**src/rtl/uart_os_rx_pkg.sv**
```systemverilog
package uart_os_rx_pkg;
  typedef enum logic {RX_IDLE, RX_BUSY} rx_state_e;

  function automatic int unsigned last_count(int unsigned first, int unsigned osr,
                                             int unsigned bits);
    return first + osr * bits;
  endfunction
endpackage

```
**src/rtl/uart_os_rx_sync.sv**
```systemverilog
module uart_os_rx_sync #(
  parameter int unsigned STAGES = 2
) (
  input  logic clk_i,
  input  logic rst_ni,
  input  logic d_i,
  output logic q_o
);
  logic [STAGES-1:0] pipe_q;

  always_ff @(posedge clk_i or negedge rst_ni) begin
    if (!rst_ni) pipe_q <= '1;
    else         pipe_q <= {pipe_q[STAGES-2:0], d_i};
  end

  assign q_o = pipe_q[STAGES-1];
endmodule

```
**src/rtl/uart_os_rx_timer.sv**
```systemverilog
module uart_os_rx_timer
  import uart_os_rx_pkg::*;
#(
  parameter int unsigned OSR       = 8,
  parameter int unsigned DATA_W    = 8,
  parameter int unsigned FIRST_AT  = 9,
  parameter int unsigned GLITCH_AT = 4
) (
  input  logic clk_i,
  input  logic rst_ni,
  input  logic line_i,
  output logic strike_o,
  output logic done_o
);
  localparam int unsigned STOP_AT_I = last_count(FIRST_AT, OSR, DATA_W);
  localparam int unsigned CNT_W     = $clog2(STOP_AT_I + 1);
  localparam logic [CNT_W-1:0] STOP_AT   = CNT_W'(STOP_AT_I);
  localparam logic [CNT_W-1:0] GLITCH_C  = CNT_W'(GLITCH_AT);

  rx_state_e        state_q;
  logic [CNT_W-1:0] cnt_q;
  logic             low_now_q, low_prev_q;
  logic             start_w, glitch_w, stop_w;
  logic [DATA_W-1:0] hit_w;

  // edge flags: line low now, line low one clock earlier
  always_ff @(posedge clk_i or negedge rst_ni) begin
    if (!rst_ni) begin
      low_now_q  <= 1'b0;
      low_prev_q <= 1'b0;
    end else begin
      low_now_q  <= ~line_i;
      low_prev_q <= low_now_q;
    end
  end

  assign start_w  = (state_q == RX_IDLE) & low_now_q & ~low_prev_q;
  assign glitch_w = (state_q == RX_BUSY) & (cnt_q == GLITCH_C) & line_i;
  assign stop_w   = (state_q == RX_BUSY) & (cnt_q == STOP_AT);

  for (genvar k = 0; k < DATA_W; k++) begin : g_strike
    localparam logic [CNT_W-1:0] AT = CNT_W'(FIRST_AT + k * OSR);
    assign hit_w[k] = (cnt_q == AT);
  end

  always_ff @(posedge clk_i or negedge rst_ni) begin
    if (!rst_ni) begin
      state_q <= RX_IDLE;
      cnt_q   <= '0;
    end else if (start_w) begin
      state_q <= RX_BUSY;
      cnt_q   <= CNT_W'(1);
    end else if (state_q == RX_BUSY) begin
      if (glitch_w || stop_w) begin
        state_q <= RX_IDLE;
        cnt_q   <= '0;
      end else begin
        cnt_q <= cnt_q + CNT_W'(1);
      end
    end
  end

  assign strike_o = (state_q == RX_BUSY) & (|hit_w);
  assign done_o   = stop_w & line_i;

  AST_GLITCH_ABORT: assert property (@(posedge clk_i) disable iff (!rst_ni)
    glitch_w |=> (state_q == RX_IDLE));
  AST_CNT_BOUND: assert property (@(posedge clk_i) disable iff (!rst_ni)
    (state_q == RX_BUSY) |-> (cnt_q <= STOP_AT));
  AST_DONE_TO_IDLE: assert property (@(posedge clk_i) disable iff (!rst_ni)
    done_o |=> (state_q == RX_IDLE && cnt_q == '0));
  AST_STRIKE_NOT_START: assert property (@(posedge clk_i) disable iff (!rst_ni)
    strike_o |-> (cnt_q > GLITCH_C));
endmodule

```
**src/rtl/uart_os_rx_shift.sv**
```systemverilog
module uart_os_rx_shift #(
  parameter int unsigned DATA_W = 8
) (
  input  logic              clk_i,
  input  logic              rst_ni,
  input  logic              line_i,
  input  logic              strike_i,
  input  logic              done_i,
  output logic [DATA_W-1:0] data_o,
  output logic              valid_o
);
  logic [DATA_W-1:0] shift_q, data_q;
  logic              valid_q;

  always_ff @(posedge clk_i or negedge rst_ni) begin
    if (!rst_ni) begin
      shift_q <= '0;
      data_q  <= '0;
      valid_q <= 1'b0;
    end else begin
      if (strike_i) shift_q <= {line_i, shift_q[DATA_W-1:1]}; // LSB arrives first
      if (done_i)   data_q  <= shift_q;
      valid_q <= done_i;
    end
  end

  assign data_o  = data_q;
  assign valid_o = valid_q;

  AST_VALID_PULSE: assert property (@(posedge clk_i) disable iff (!rst_ni)
    valid_q |=> !valid_q);
  AST_DATA_HOLD: assert property (@(posedge clk_i) disable iff (!rst_ni)
    !valid_q |-> $stable(data_q));
  AST_NO_STRIKE_AT_DONE: assert property (@(posedge clk_i) disable iff (!rst_ni)
    !(strike_i && done_i));
endmodule

```
**src/rtl/uart_os_rx.sv**
```systemverilog
module uart_os_rx #(
  parameter int unsigned OSR         = 8,
  parameter int unsigned DATA_W      = 8,
  parameter int unsigned FIRST_AT    = 9,
  parameter int unsigned GLITCH_AT   = 4,
  parameter int unsigned SYNC_STAGES = 2
) (
  input  logic              clk_i,
  input  logic              rst_ni,
  input  logic              rx_i,
  output logic [DATA_W-1:0] data_o,
  output logic              valid_o
);
  logic line_s, strike_w, done_w;

  uart_os_rx_sync #(.STAGES(SYNC_STAGES)) u_sync (
    .clk_i (clk_i),
    .rst_ni(rst_ni),
    .d_i   (rx_i),
    .q_o   (line_s)
  );

  uart_os_rx_timer #(
    .OSR      (OSR),
    .DATA_W   (DATA_W),
    .FIRST_AT (FIRST_AT),
    .GLITCH_AT(GLITCH_AT)
  ) u_timer (
    .clk_i   (clk_i),
    .rst_ni  (rst_ni),
    .line_i  (line_s),
    .strike_o(strike_w),
    .done_o  (done_w)
  );

  uart_os_rx_shift #(.DATA_W(DATA_W)) u_shift (
    .clk_i   (clk_i),
    .rst_ni  (rst_ni),
    .line_i  (line_s),
    .strike_i(strike_w),
    .done_i  (done_w),
    .data_o  (data_o),
    .valid_o (valid_o)
  );
endmodule

```
**config.mk**
```make
export PLATFORM = sky130hd
export DESIGN_NAME = uart_os_rx
export DESIGN_NICKNAME = d
export VERILOG_FILES = /design/src/rtl/uart_os_rx_pkg.sv /design/src/rtl/uart_os_rx_sync.sv /design/src/rtl/uart_os_rx_timer.sv /design/src/rtl/uart_os_rx_shift.sv /design/src/rtl/uart_os_rx.sv
export SDC_FILE = /design/constraint.sdc
export NUM_CORES = 1
export LEC_CHECK = 0
export BUFFER_PORTS_ARGS = -buffer_cell sky130_fd_sc_hd__buf_2
export CAP_MARGIN = 20
export CORE_MARGIN = 4
export CORE_UTILIZATION = 35
export CTS_CLUSTER_DIAMETER = 40
export DETAILED_ROUTE_END_ITERATION = 6
export PLACE_DENSITY_LB_ADDON = 0.2
export SYNTH_ARGS = -nofsm -noshare
export SYNTH_HDL_FRONTEND = slang
export SYNTH_HIERARCHICAL = 1
export SYNTH_SLANG_ARGS = --single-unit
```
**constraint.sdc**
```tcl
create_clock -name clk_i -period 2.7 [get_ports clk_i]
set_input_delay 0.27 -clock clk_i [delete_from_list [all_inputs] [get_ports clk_i]]
set_output_delay 0.27 -clock clk_i [all_outputs]
set_load 0.005 [all_outputs]
```
==> flow_metrics.py, run 1 <==
metrics = {
    "clock_tree": {
        "tritoncts": "yes",
        "cts-buffers-inserted": 5,
        "h-tree-depth": 2,
        "cts_sinks": 29,
        "clkLatencyLatePin_ns": 0.28,
        "cts_resized": 0,
        "cts_buffer_depth": 2,
        "clock-root-buffer": "clkbuf_8",
        "path_clk_slew_ns": 0.06,
        "cts_hold_buf": 0,
        "cts_setup_buffers": 0,
    },
    "critical_path": {
        "critical_path_required_ns": 2.86,
        "rr_startpoint": "u_timer/cnt_q[3]$_DFFE_PN0P_",
        "reg2reg_to": "u_shift/shift_q[3]$_DFFE_PN0P_",
        "cp-start-kind": "flip-flop",
        "reg2reg_depth": 5,
        "crit_path_end_kind": "flip-flop",
        "path_max_fanout": 9,
        "cp.arrival_ns": 2.09,
        "criticalPathCategory": "reg2reg",
        "r2r_slack_ns": 0.77,
    },
    "place": {
        "place_ws_ns": 0.784,
        "dp_hpwl_um": 1510,
        "io_buffers": 11,
        "dp_cells": 154,
        "gp_congestion": 0.805,
    },
    "route": {
        "vias": 785,
        "ant_nets": 0,
        "wl_per_cell_um": 13.9,
        "wirelength_um": 2260,
        "drtIter0Drc": 37,
        "via_per_inst": 4.85,
        "drt_first_pass_iters": 4,
        "drc": 0,
    },
    "floorplan": {
        "row_count": 22,
        "die_h_um": 69.8,
        "die-area_mm2": 0.00487,
        "die_w_um": 69.8,
        "io_pins": 12,
        "core_area_mm2": 0.00369,
        "start_util_pct": 36.3,
    },
    "job": {
        "maxCapViolCount": 0,
    },
    "sta": {
        "hold_viol": 0,
        "maxSlewHeadroom_pct": 57.5,
        "rsz0062_at_grt": "no",
        "hold_slack_ns": 0.0116,
        "tns_ns": 0,
        "tightest_slew_ns": 0.638,
        "drv_slew": 0,
        "period_share_pct": 71.5,
        "fmax_ghz": 0.518,
        "finClkSkew_ns": 0.00475,
        "period_needed_ns": 1.93,
        "setup_ws_ns": 0.771,
        "setup_violations": 0,
    },
    "synth": {
        "syn-cell-area_mm2": 0.00134,
        "synthAdderAreaFrac_pct": 2.81,
        "synthesis.instances": 97,
        "syn_area_per_cell_um2": 13.8,
        "synth_simple_gate_area_share_pct": 9.35,
        "yosys_warnings": 6,
        "synth_top_family_by_area": "multiplexers",
        "ys_types": 31,
        "synth_mux_area_share_pct": 18.0,
        "synth.net_count": 103,
        "synth-compound-area-share_pct": 9.45,
        "ys_ff_latch": 29,
        "ys_seq_area_share_pct": 54.4,
        "synth_xor_xnor_area_share_pct": 0.655,
    },
    "power_and_ir_drop": {
        "power_switching_uw": 417,
        "swShare_pct": 32.8,
        "comb_power_share_pct": 26.7,
        "powerDensity_mw_per_mm2": 838,
        "ir_drop_mv": 0.317,
        "p_clk_share_pct": 26.6,
        "leakagePower_nw": 0.724,
        "internal-power_uw": 853,
        "pwr-share-seq_pct": 46.7,
    },
    "final_layout": {
        "layout_common_cells": "dfrtp_1 (27), mux2_4 (16), buf_2 (11), inv_1 (7), clkbuf_8 (5)",
        "nets": 119,
        "diodes": 0,
        "syn2layout_area_growth_pct": 13.3,
        "fin_cells": 162,
        "drive_gt1_share_pct": 38.6,
        "mostFrequentLayoutCell": "dfrtp_1",
        "fillers": 358,
        "final_util_pct": 41.1,
    },
    "status": {
        "status": "finished clean",
    },
    "grt": {
        "overflow": 0,
        "grt_pass1_wl_um": 3930,
        "grt_usage_pct": 10.8,
        "antenna_found_initial": 0,
        "grt_max_degree": 30,
        "grt_pass1_vias": 805,
    },
    "min_path": {
        "hold_class": "in2async",
    },
}
==> Yosys cell counts <==
| master | count | area [um2] |
|---|---|---|
| nand4b_1 | 2 | 17.5 |
| dfstp_2 | 2 | 52.6 |
| nand2_1 | 4 | 15.0 |
| a31oi_1 | 3 | 18.8 |
| dfrtp_1 | 27 | 676 |
| o21a_2 | 1 | 8.76 |
| nor4b_1 | 1 | 8.76 |
| and3_1 | 1 | 6.26 |
| o21ai_1 | 3 | 15.0 |
| inv_1 | 7 | 26.3 |
| o21ai_0 | 1 | 5.00 |
| xnor2_1 | 1 | 8.76 |
| or3b_1 | 1 | 8.76 |
| or3_4 | 1 | 11.3 |
| a41oi_1 | 1 | 8.76 |
| a21o_1 | 1 | 7.51 |
| o221a_4 | 1 | 20.0 |
| o22ai_1 | 1 | 6.26 |
| a21oi_2 | 2 | 17.5 |
| or3_1 | 1 | 6.26 |
| o221ai_1 | 1 | 8.76 |
| nor4_1 | 1 | 6.26 |
| nand2b_1 | 2 | 12.5 |
| nand3_1 | 3 | 15.0 |
| and3_2 | 1 | 7.51 |
| mux2_4 | 16 | 240 |
| a21oi_1 | 2 | 10.0 |
| nor2_1 | 1 | 3.75 |
| nor2b_1 | 1 | 6.26 |
| buf_6 | 4 | 45.0 |
| ha_1 | 3 | 37.5 |
==> cell families (layout without fill, tap and decap cells) <==
kind of cell / after synthesis / count (layout)
flip-flops: 29 / 29
AND/OR/NAND/NOR: 20 / 20
AO/OA/AOI/OAI: 17 / 17
multiplexers: 16 / 16
buffers and inverters: 11 / 28
adder cells (fa/ha/maj): 3 / 3
XOR/XNOR: 1 / 1
==> metrics by stage <==
step	total power [mW]	instance area, um2
floorplan	0.880	1340
global placement	0.932	1440
detailed placement	0.939	1440
CTS	1.28	1520
global route	1.36	1520
finish	1.27	1520
==> worst max path at each step <==
stage	startpoint	endpoint	slack, ns	cells past startpoint
final	u_timer/cnt_q[3]$_DFFE_PN0P_	u_shift/shift_q[3]$_DFFE_PN0P_	0.77	5
after global routing	u_timer/cnt_q[3]$_DFFE_PN0P_	u_shift/shift_q[0]$_DFFE_PN0P_	0.68	5
after CTS	u_timer/cnt_q[3]$_DFFE_PN0P_	u_shift/shift_q[3]$_DFFE_PN0P_	0.77	5
after detailed placement	u_timer/cnt_q[3]$_DFFE_PN0P_	u_shift/shift_q[7]$_DFFE_PN0P_	0.78	5
after global placement	u_timer/cnt_q[3]$_DFFE_PN0P_	u_shift/shift_q[3]$_DFFE_PN0P_	0.81	5
after floorplan	u_timer/cnt_q[3]$_DFFE_PN0P_	u_shift/shift_q[0]$_DFFE_PN0P_	0.79	6
==> per-layer routing <==
metal  part of all wire (%)  up-vias  GRT usage, %
met4                    2.5        0          5.74
met3                    4.8        5          6.09
met1                     50      391          13.0
met5                      0        -             0
li1                       -      377             -
met2                     43       12          15.0
==> sequential cells by signal, indices dropped and copies added, names as in the netlist <==
signal / count
u_timer/low_now_q: 1
u_timer/state_q: 1
u_timer/cnt_q: 7
u_shift/valid_o: 1
u_shift/shift_q: 8
u_timer/low_prev_q: 1
u_shift/data_o: 8
u_sync/pipe_q: 2
==> final cells by class <==
class                   count  area [um2]  area share, %
clock buffers               8        80.1           5.28
inverters                   7        26.3           1.73
multi-input cells          57         551           36.3
flip-flops and latches     29         728           48.1
well taps                  48        60.1           3.96
repair buffers             13        70.1           4.62
==> critical path: stages, from the launching register on <==
cell and delay, ns:
dfrtp_1 0.47, or3_4 0.43, xnor2_1 0.15, nor4b_2 0.21, buf_4 0.23, mux2_4 0.31
==> power by group through the flow <==
stage	clock, mW	sequential, mW	combinational [mW]
2_1_floorplan	0	0.555	0.325
5_1_grt	0.377	0.607	0.377
6_report	0.338	0.593	0.339
3_3_place_gp	0	0.595	0.337
4_1_cts	0.352	0.590	0.342
3_5_place_dp	0	0.598	0.342
Power figures use the tool's default switching activity.
==> inputs of run 2 (changes only) <==
Clock period 2.7 ns to 1.8 ns, I/O delays scaled along.
==> flow_metrics.py, run 2 (synthesis gave the netlist of run 1 again) <==
metrics = {
    "floorplan": {
        "core_area_mm2": 0.00369,
        "die_w_um": 69.8,
        "io_pins": 12,
        "row_count": 22,
        "die_h_um": 69.8,
        "die-area_mm2": 0.00487,
        "start_util_pct": 36.3,
    },
    "final_layout": {
        "nets": 132,
        "syn2layout_area_growth_pct": 24.8,
        "mostFrequentLayoutCell": "dfrtp_1",
        "fillers": 342,
        "diodes": 0,
        "final_util_pct": 45.3,
        "fin_cells": 175,
        "layout_common_cells": "dfrtp_1 (27), mux2_4 (16), buf_4 (12), buf_2 (11)",
        "drive_gt1_share_pct": 46.5,
    },
    "clock_tree": {
        "cts-buffers-inserted": 5,
        "cts_sinks": 29,
        "tritoncts": "yes",
        "cts_buffer_depth": 2,
        "path_clk_slew_ns": 0.06,
        "clkLatencyLatePin_ns": 0.27,
        "h-tree-depth": 2,
        "clock-root-buffer": "clkbuf_8",
    },
    "power_and_ir_drop": {
        "leakagePower_nw": 0.805,
        "ir_drop_mv": 0.758,
        "powerDensity_mw_per_mm2": 1330,
    },
    "min_path": {
        "holdPathStages": 0,
        "hold_class": "reg2reg",
    },
    "route": {
        "ant_nets": 0,
        "drtIter0Drc": 18,
        "wl_per_cell_um": 13.6,
        "wirelength_um": 2380,
        "vias": 831,
        "drc": 0,
        "drt_first_pass_iters": 2,
        "via_per_inst": 4.75,
    },
    "sta": {
        "setup_violations": 0,
        "rsz0062_at_grt": "yes",
        "period_share_pct": 99.5,
        "hold_slack_ns": 0.358,
        "drv_slew": 0,
        "maxSlewHeadroom_pct": 57.5,
        "hold_viol": 0,
        "fmax_ghz": 0.558,
        "period_needed_ns": 1.79,
        "tightest_slew_ns": 0.638,
        "tns_ns": 0,
        "finClkSkew_ns": 0.00428,
        "setup_ws_ns": 0.00813,
    },
    "place": {
        "dp_hpwl_um": 1660,
        "io_buffers": 11,
        "gp_congestion": 0.762,
        "place_ws_ns": 0.00144,
        "dp_cells": 162,
    },
    "critical_path": {
        "cp-start-kind": "flip-flop",
        "crit_path_end_kind": "flip-flop",
        "r2r_slack_ns": 0.008,
        "cp.arrival_ns": 1.95,
        "path_max_fanout": 8,
        "criticalPathCategory": "reg2reg",
        "critical_path_required_ns": 1.96,
        "reg2reg_depth": 5,
    },
    "status": {
        "status": "finished clean",
    },
    "grt": {
        "grt_pass1_vias": 837,
        "antenna_found_initial": 0,
        "grt_pass1_wl_um": 4190,
        "grt_max_degree": 30,
        "overflow": 0,
        "grt_usage_pct": 10.8,
    },
    "job": {
        "maxCapViolCount": 0,
    },
}
[run 2: report_power, final]
part           total (mW)  switching, mW  internal, mW  leakage (nW)
Combinational       0.692          0.342         0.350         0.366
Clock               0.682          0.231         0.451        0.0585
Sequential          0.844         0.0927         0.752         0.381
[run 2: final cells by class]
cell class,instances,area [um2],share of cell area [%]
clock buffer,7,86.3,5.17
clock inverter,1,30.0,1.80
tap,48,60.1,3.60
timing repair buffer,26,176,10.6
sequential,29,728,43.6
inverter,7,26.3,1.57
multi-input combinational,57,562,33.7
[run 2: final timing paths]
| kind | from | endpoint |
|---|---|---|
| min reg2reg | u_sync/pipe_q[0]$_DFF_PN1_ | u_sync/pipe_q[1]$_DFF_PN1_ |
| min in group asynchronous | rst_ni | u_shift/shift_q[3]$_DFFE_PN0P_ |
| max in group asynchronous | rst_ni | u_shift/data_o[7]$_DFFE_PN0P_ |
| max | u_timer/cnt_q[4]$_DFFE_PN0P_ | u_shift/shift_q[0]$_DFFE_PN0P_ |
| max reg2reg | u_timer/cnt_q[4]$_DFFE_PN0P_ | u_shift/shift_q[0]$_DFFE_PN0P_ |
| min | u_sync/pipe_q[0]$_DFF_PN1_ | u_sync/pipe_q[1]$_DFF_PN1_ |
[run 2: metrics by stage]
| stage | area, um2 | power, mW |
|---|---|---|
| 4_1_cts | 1630 | 2.19 |
| 3_5_place_dp | 1500 | 1.49 |
| 2_1_floorplan | 1340 | 1.33 |
| 3_3_place_gp | 1500 | 1.48 |
| 5_1_grt | 1670 | 2.36 |
| 6_report | 1670 | 2.22 |
[run 2: critical path, stage by stage, from the launching register on]
cell and delay, ns:
dfrtp_1 0.38, or3_4 0.40, xnor2_1 0.15, nor4b_2 0.21, buf_4 0.23, mux2_4 0.32
[run 2: what timing repair did]
action	4_1_cts	5_1_grt
setup buffers	0	3
endpoints found under the hold margin	28	0
gates resized for setup	0	4
endpoints found under the setup margin	6	16
pin swaps	1	0
hold buffers	2	0
[run 2: routing by layer]
layer | part of all wire (%) | vias up | global-route usage, %
li1 | - | 401 | -
met1 | 50 | 412 | 15.2
met2 | 45 | 16 | 15.0
met3 | 4.2 | 2 | 3.77
met4 | 0.42 | 0 | 4.47
met5 | 0 | - | 0
